### src/rtl/hba_pkg.sv
package hba_pkg;
  typedef enum logic [1:0] {
    MAP_PLAIN  = 2'd0,
    MAP_INVERT = 2'd1,
    MAP_SWAP   = 2'd2
  } map_e;

  function automatic map_e pick_map(input logic le, input logic di, input logic wide);
    if (le && di)        return MAP_INVERT;
    else if (le && wide) return MAP_SWAP;
    else                 return MAP_PLAIN;
  endfunction
endpackage

### src/rtl/hba_strap_latch.sv
module hba_strap_latch #(
  parameter int N = 2
) (
  input  logic         clk,
  input  logic         rst_n,
  input  logic [N-1:0] strap_in,
  output logic [N-1:0] strap_q
);
  always_ff @(posedge clk) begin
    if (!rst_n) strap_q <= strap_in;
  end

  // the latched straps do not move while out of reset
  a_r1_strap_hold: assert property (@(posedge clk) disable iff (!rst_n)
    1'b1 |=> $stable(strap_q));
endmodule

### src/rtl/hba_lane_map.sv
module hba_lane_map
  import hba_pkg::*;
#(
  parameter int ADDR_W = 10
) (
  input  map_e              mode,
  input  logic              wide,
  input  logic [ADDR_W-1:0] addr,
  input  logic [15:0]       wdata,
  input  logic [31:0]       rdata_q,
  output logic [ADDR_W-3:0] qaddr,
  output logic [3:0]        be,
  output logic [31:0]       wdata_q,
  output logic [15:0]       rdata_h
);
  logic       inv, swp, hsel;
  logic [1:0] ib, blane;
  logic [15:0] hw_in, half;
  logic [7:0]  bsel;

  assign inv   = (mode == MAP_INVERT);
  assign swp   = (mode == MAP_SWAP);
  assign qaddr = addr[ADDR_W-1:2];
  assign ib    = addr[1:0] ^ {2{inv}};   // internal byte number, 0 = most significant
  assign hsel  = addr[1] ^ inv;          // 0 = upper halfword
  assign blane = 2'd3 - ib;              // lane number, 3 = bits 31:24

  for (genvar g = 0; g < 4; g++) begin : g_be
    localparam logic LOWER = (g < 2);
    assign be[g] = wide ? (hsel == LOWER) : (blane == 2'(g));
  end

  assign hw_in   = swp ? {wdata[7:0], wdata[15:8]} : wdata;
  assign wdata_q = wide ? {hw_in, hw_in} : {4{wdata[7:0]}};

  assign half = hsel ? rdata_q[15:0] : rdata_q[31:16];

  always_comb begin
    case (blane)
      2'd3:    bsel = rdata_q[31:24];
      2'd2:    bsel = rdata_q[23:16];
      2'd1:    bsel = rdata_q[15:8];
      default: bsel = rdata_q[7:0];
    endcase
  end

  always_comb begin
    if (wide) rdata_h = swp ? {half[7:0], half[15:8]} : half;
    else      rdata_h = {8'h00, bsel};
  end
endmodule

### src/rtl/hba_rsp_stage.sv
module hba_rsp_stage #(
  parameter int W = 16
) (
  input  logic         clk,
  input  logic         rst_n,
  input  logic         load,
  input  logic [W-1:0] din,
  input  logic         out_ready,
  output logic         out_valid,
  output logic [W-1:0] out_data
);
  always_ff @(posedge clk) begin
    if (!rst_n) begin
      out_valid <= 1'b0;
      out_data  <= '0;
    end else if (load) begin
      out_valid <= 1'b1;
      out_data  <= din;
    end else if (out_valid && out_ready) begin
      out_valid <= 1'b0;
    end
  end

  // a response that is held back stays valid with the same data
  a_r11_rsp_hold: assert property (@(posedge clk) disable iff (!rst_n)
    (out_valid && !out_ready) |=> (out_valid && $stable(out_data)));
endmodule

### src/rtl/endian_host_adapter.sv
module endian_host_adapter
  import hba_pkg::*;
#(
  parameter int          ADDR_W     = 10,
  parameter logic [31:0] SHADOW_OFS = 32'h0000_00F4,
  parameter logic [31:0] SHADOW_VAL = 32'h0F0A_0500
) (
  input  logic              clk,
  input  logic              rst_n,
  input  logic              strap_le,
  input  logic              strap_di,
  input  logic              bus16,
  input  logic              hreq_valid,
  output logic              hreq_ready,
  input  logic              hreq_write,
  input  logic [ADDR_W-1:0] hreq_addr,
  input  logic [15:0]       hreq_wdata,
  output logic              hrsp_valid,
  input  logic              hrsp_ready,
  output logic [15:0]       hrsp_rdata,
  output logic              reg_rd,
  output logic              reg_wr,
  output logic [ADDR_W-3:0] reg_qaddr,
  output logic [3:0]        reg_be,
  output logic [31:0]       reg_wdata,
  input  logic [31:0]       reg_rdata
);
  localparam logic [ADDR_W-3:0] SHADOW_Q = SHADOW_OFS[ADDR_W-1:2];

  logic [1:0]  straps;
  map_e        mode;
  logic        accept, hit_shadow;
  logic [31:0] src_q;
  logic [15:0] rd_h;

  hba_strap_latch #(.N(2)) u_straps (
    .clk(clk), .rst_n(rst_n),
    .strap_in({strap_le, strap_di}), .strap_q(straps)
  );

  assign mode = pick_map(straps[1], straps[0], bus16);

  hba_lane_map #(.ADDR_W(ADDR_W)) u_map (
    .mode(mode), .wide(bus16), .addr(hreq_addr), .wdata(hreq_wdata),
    .rdata_q(src_q), .qaddr(reg_qaddr), .be(reg_be),
    .wdata_q(reg_wdata), .rdata_h(rd_h)
  );

  assign hreq_ready = !hrsp_valid;
  assign accept     = hreq_valid && hreq_ready;
  assign hit_shadow = (reg_qaddr == SHADOW_Q);
  assign reg_wr     = accept && hreq_write && !hit_shadow;
  assign reg_rd     = accept && !hreq_write && !hit_shadow;
  assign src_q      = hit_shadow ? SHADOW_VAL : reg_rdata;

  hba_rsp_stage #(.W(16)) u_rsp (
    .clk(clk), .rst_n(rst_n), .load(accept && !hreq_write), .din(rd_h),
    .out_ready(hrsp_ready), .out_valid(hrsp_valid), .out_data(hrsp_rdata)
  );

  // a narrow write enables a single lane
  a_r10_byte_lane: assert property (@(posedge clk) disable iff (!rst_n)
    (reg_wr && !bus16) |-> ($countones(reg_be) == 1));
  // a 16-bit write enables one aligned halfword
  a_r10_half_lane: assert property (@(posedge clk) disable iff (!rst_n)
    (reg_wr && bus16) |-> (reg_be == 4'b1100 || reg_be == 4'b0011));
  // the shadow quadlet never reaches the register file
  a_r2_shadow_guard: assert property (@(posedge clk) disable iff (!rst_n)
    (reg_wr || reg_rd) |-> (reg_qaddr != SHADOW_Q));
  // a write never produces a response
  a_r11_wr_silent: assert property (@(posedge clk) disable iff (!rst_n)
    (accept && hreq_write) |=> !hrsp_valid);
  // an accepted read is answered on the next cycle
  a_r11_rd_answer: assert property (@(posedge clk) disable iff (!rst_n)
    (accept && !hreq_write) |=> hrsp_valid);
endmodule

### config.mk
export PLATFORM = sky130hd
export DESIGN_NAME = endian_host_adapter
export DESIGN_NICKNAME = d
export VERILOG_FILES = /design/src/rtl/hba_pkg.sv /design/src/rtl/hba_strap_latch.sv /design/src/rtl/hba_lane_map.sv /design/src/rtl/hba_rsp_stage.sv /design/src/rtl/endian_host_adapter.sv
export SDC_FILE = /design/constraint.sdc
export NUM_CORES = 1
export LEC_CHECK = 0
export BUFFER_PORTS_ARGS = -buffer_cell sky130_fd_sc_hd__buf_2
export CAP_MARGIN = 20
export CORE_MARGIN = 2
export CORE_UTILIZATION = 35
export DETAILED_ROUTE_END_ITERATION = 10
export PLACE_DENSITY = 0.67
export SYNTH_ARGS = -nofsm -noshare
export SYNTH_HDL_FRONTEND = slang
export SYNTH_HIERARCHICAL = 1
export SYNTH_SLANG_ARGS = --single-unit
### constraint.sdc
create_clock -name clk -period 2.2 [get_ports clk]
set_input_delay 0.22 -clock clk [delete_from_list [all_inputs] [get_ports clk]]
set_output_delay 0.22 -clock clk [all_outputs]
set_load 0.02 [all_outputs]
==> metrics.md <==
| Metric | Value |
|---|---|
| Grt total ovfl | 0 |
| Syn Inst Count | 270 |
| Worst-path fanout max | 8 |
| Gr busiest metal | met1 |
| Design Area, Final | 0.003107 mm² |
| Seq cells post-synth | 19 |
| Post-Synthesis Net Count | 336 |
| Status | completed |
| Final WL | 6471 µm |
| Worst vdd ir | 0.2522 mV |
| Antenna Nets Post-Route | 0 |
| IO buf count | 129 |
| Leak | between 0.001 and 0.0015 µW |
| FF/Latch Area | about 400 µm² |
| Power share of the clock group | 0.180 |
| CTS tree | yes |
| Clock latency reported for the late side of the worst-skew pair | between 0.2 and 0.3 ns |
| Cell-internal power | 823.7 µW |
| Die Span Y | between 80 and 90 µm |
| DRT iter0 DRCs | 139 |
| Synth async-reset ratio | 0 |
| M1 GR Usage | 0.2414 |
| Sequential share of power | 0.288 |
| Final net count | 448 |
| Die width | 87.28 µm |
| F_max | between 0.4 and 0.5 GHz |
| Min Tclk post-route | 2.118 ns |
| Synth unique cells | 43 |
| Grt met3 use | 0.02654 |
| Maxcap violations | 0 |
| RR Endpoint | u_rsp/out_data[2]$_SDFFE_PN0P_ |
| Area Overhead vs Synth | 27.99% |
| Average size of a mapped cell | 8.990 µm² |
| Critical Path Source | u_straps/strap_q[0]$_DFFE_PN_ |
| Type of the worst setup path | register to output pin |
| EDFF count, synth | 2 |
| Most frequent cells in the layout | buf_2 (129), nand2_1 (26), mux2i_1 (25) |
| Pre-Repair DR Iteration Count | 4 |
| DIE AREA | 0.007617 mm² |
| Drt drc | 0 |
| Initial antenna violation count | 0 |
| Core Rows | 30 |
| Final Cycle Share | 0.9625 |
| Number of global-route vias before repair | 2170 |
| End point of the critical path | reg_wdata[28] |
| Family with the most delay on the worst path | simple AND/OR/NAND/NOR gates |
| Filler Cells Inserted | 676 |
| CP max stage cell | edfxtp_1 |
| R2R cell count | 9 |
| Critical path, cell by cell | and2_1 > buf_4 > nand2b_1 > nand2_4 > mux2_2 > buf_2 |
| Levels on crit path | 6 |
| First-pass GRT wire length | approximately 10000 µm |
| Final setup viols | 0 |
| CP peak stage delay | roughly 0.43 ns |
| Root Buffer Master | clkbuf_8 |
| Hold_ws | 0.1461 ns |
| Worst hold-check path type | input port to register |
| Placed Area | 0.002975 mm² |
| Core area | 0.006756 mm² |
| Clk_skew | 0.005763 ns |
| Largest net degree at the start of global routing | 25 |
| Logic pwr share | 0.532 |
| Clock edge transition at the registers on the reported setup and hold paths | roughly 0.07 ns |
| Mapped Area | 0.002427 mm² |
| Clock Path Buffers | 2 |
| Register area share after synthesis | 0.1649 |
| Placer Congestion | 0.8366 |
| # H-tree levels | 1 |
| Top FF cell, synth | dfxtp_1 |
| Ys Warns | 6 |
| Fin Setup TNS | 0 ns |
| CTS Sinks | 19 |
| Layout cells sized above 1 | 0.5538 |
| Startpoint types | register |
| Wirelength per Cell | ~14 µm |
| M2 GR Usage | 0.2369 |
| RSZ-0062 raised after global routing | true |
| Sw Share | 0.3799 |
| DP Wirelength | 5145 µm |
| Buffers & Inverters on Critical Path | 2 |
| Pins Over Slew Limit | 0 |
| Hold violation count in the final report | 0 |
| Most common cell after layout, fill and taps aside | buf_2 |
| I/O pin count | 130 |
| Total track usage | 0.1608 |
| Critical path capture point type | output pin |
| Antenna cells | 0 |
| Worst EP required | around 2.0 ns |
| Area of the multi-input gates | 0.001687 mm² |
| Setup slack, reg-to-reg | between 0.1 and 0.15 ns |
| Final non-filler cell total | 461 |
| Layout Utilization | 0.4598 |
| Initial core utilization | 0.3593 |
| Slew headroom | 0.7969 |
| Worst-Margin Slew | 0.2988 ns |
| Power per cell area | 427.6 mW/mm² |
| NetSw | ~500 µW |
| Via count | between 2000 and 2500 |
| CTS Buf Count | 3 |
| Avg Vias per Cell | 5.000 |
| R2r startpoint | u_straps/strap_q[0]$_DFFE_PN_ |
| Critical Path AT | around 1.9 ns |
| Inst Count DP | 454 |
[routing by layer]
metal / wire (µm) / share of wire
met3: 381 / 0.059
met5: 0 / 0
met4: 66 / 0.010
met2: 2942 / 0.45
met1: 3081 / 0.48
[state kept, by name, indices dropped and copies added (netlist names)]
register          flops
u_rsp/out_valid       1
u_straps/strap_q      2
u_rsp/out_data       16
[cell type report]
type,count,area share
Clock buffer,3,0.01329
Clock inverter,1,0.001611
Inverter,3,0.003625
Multi-Input combinational cell,201,0.5429
Sequential cell,19,0.1289
Tap cell,80,0.03222
Timing Repair Buffer,154,0.2775
[cells by family (layout without fill, tap and decap cells)]
kind of cell,count (synthesis),in the layout,synth area share
muxes,52,52,0.2387
and+or+nand+nor,75,75,0.1619
xor gates and xnor gates,3,3,0.01856
DFF,19,19,0.1650
AOI/OAI and AO/OA,71,71,0.2546
buffers and inverters,50,161,0.1613
[Yosys cell counts (2+ instances only)]
master | n | area share
buf_4 | 24 | 0.074
buf_6 | 10 | 0.046
a21boi_1 | 6 | 0.019
mux2i_1 | 28 | 0.12
nor2_1 | 10 | 0.015
edfxtp_1 | 2 | 0.025
nand3_1 | 2 | 0.0041
a21boi_2 | 19 | 0.088
inv_1 | 3 | 0.0046
mux2i_2 | 7 | 0.040
o21ai_0 | 5 | 0.010
o221ai_1 | 8 | 0.029
a21o_1 | 8 | 0.025
buf_12 | 2 | 0.016
clkbuf_1 | 6 | 0.0093
mux2_2 | 16 | 0.074
dfxtp_1 | 17 | 0.14
o22a_1 | 14 | 0.051
nand2_1 | 27 | 0.042
nor2b_1 | 19 | 0.049
xor2_1 | 2 | 0.0072
and3_1 | 7 | 0.018
buf_2 | 5 | 0.010
o31ai_1 | 2 | 0.0062
nand2b_1 | 3 | 0.0077
[worst reg2reg max path: cells and delay by family, from the launching register on]
kind	cells	cell delay, ns
multiplexers	2	0.47
flip-flops	1	0.43
AO/OA/AOI/OAI	2	0.35
XOR/XNOR	1	0.18
AND/OR/NAND/NOR	3	0.39
buffers and inverters	1	0.18
[per-stage QoR]
step                worst slack [ns]  power (µW)
finish                       0.08246        1328
global route                -0.02642        1417
CTS                          0.03726        1319
detailed placement           -0.1748        1059
global placement            -0.07533        1050
floorplan                     0.1368       905.3
[worst min-delay path by stage]
| stage | startpoint | end | slack (ns) | cells after the start |
|---|---|---|---|---|
| 6_report | strap_di | u_straps/strap_q[0]$_DFFE_PN_ | 0.15 | 1 |
| 5_1_grt | strap_le | u_straps/strap_q[1]$_DFFE_PN_ | 0.14 | 1 |
| 4_1_cts | strap_le | u_straps/strap_q[1]$_DFFE_PN_ | 0.14 | 1 |
| 3_5_place_dp | strap_le | u_straps/strap_q[1]$_DFFE_PN_ | 0.41 | 1 |
| 3_3_place_gp | strap_di | u_straps/strap_q[0]$_DFFE_PN_ | 0.42 | 1 |
| 2_1_floorplan | strap_di | u_straps/strap_q[0]$_DFFE_PN_ | 0.32 | 0 |
[repair_timing]
action                                  CTS  global route
endpoints found under the setup margin   46            31
buffers inserted                          3             0
hold buffers                              0             0
endpoints found under the hold margin     0             0
pin swaps                                 1             0
gates resized for setup                   2             9
[power groups by stage]
stage,registers (µW),clock network (µW),logic [µW]
after floorplan,408,0,497
after global placement,389,0,661
after detailed placement,389,0,669
after CTS,382,247,691
after global routing,384,264,768
final,382,240,707
Note: power is estimated with default switching activity, not from simulation.
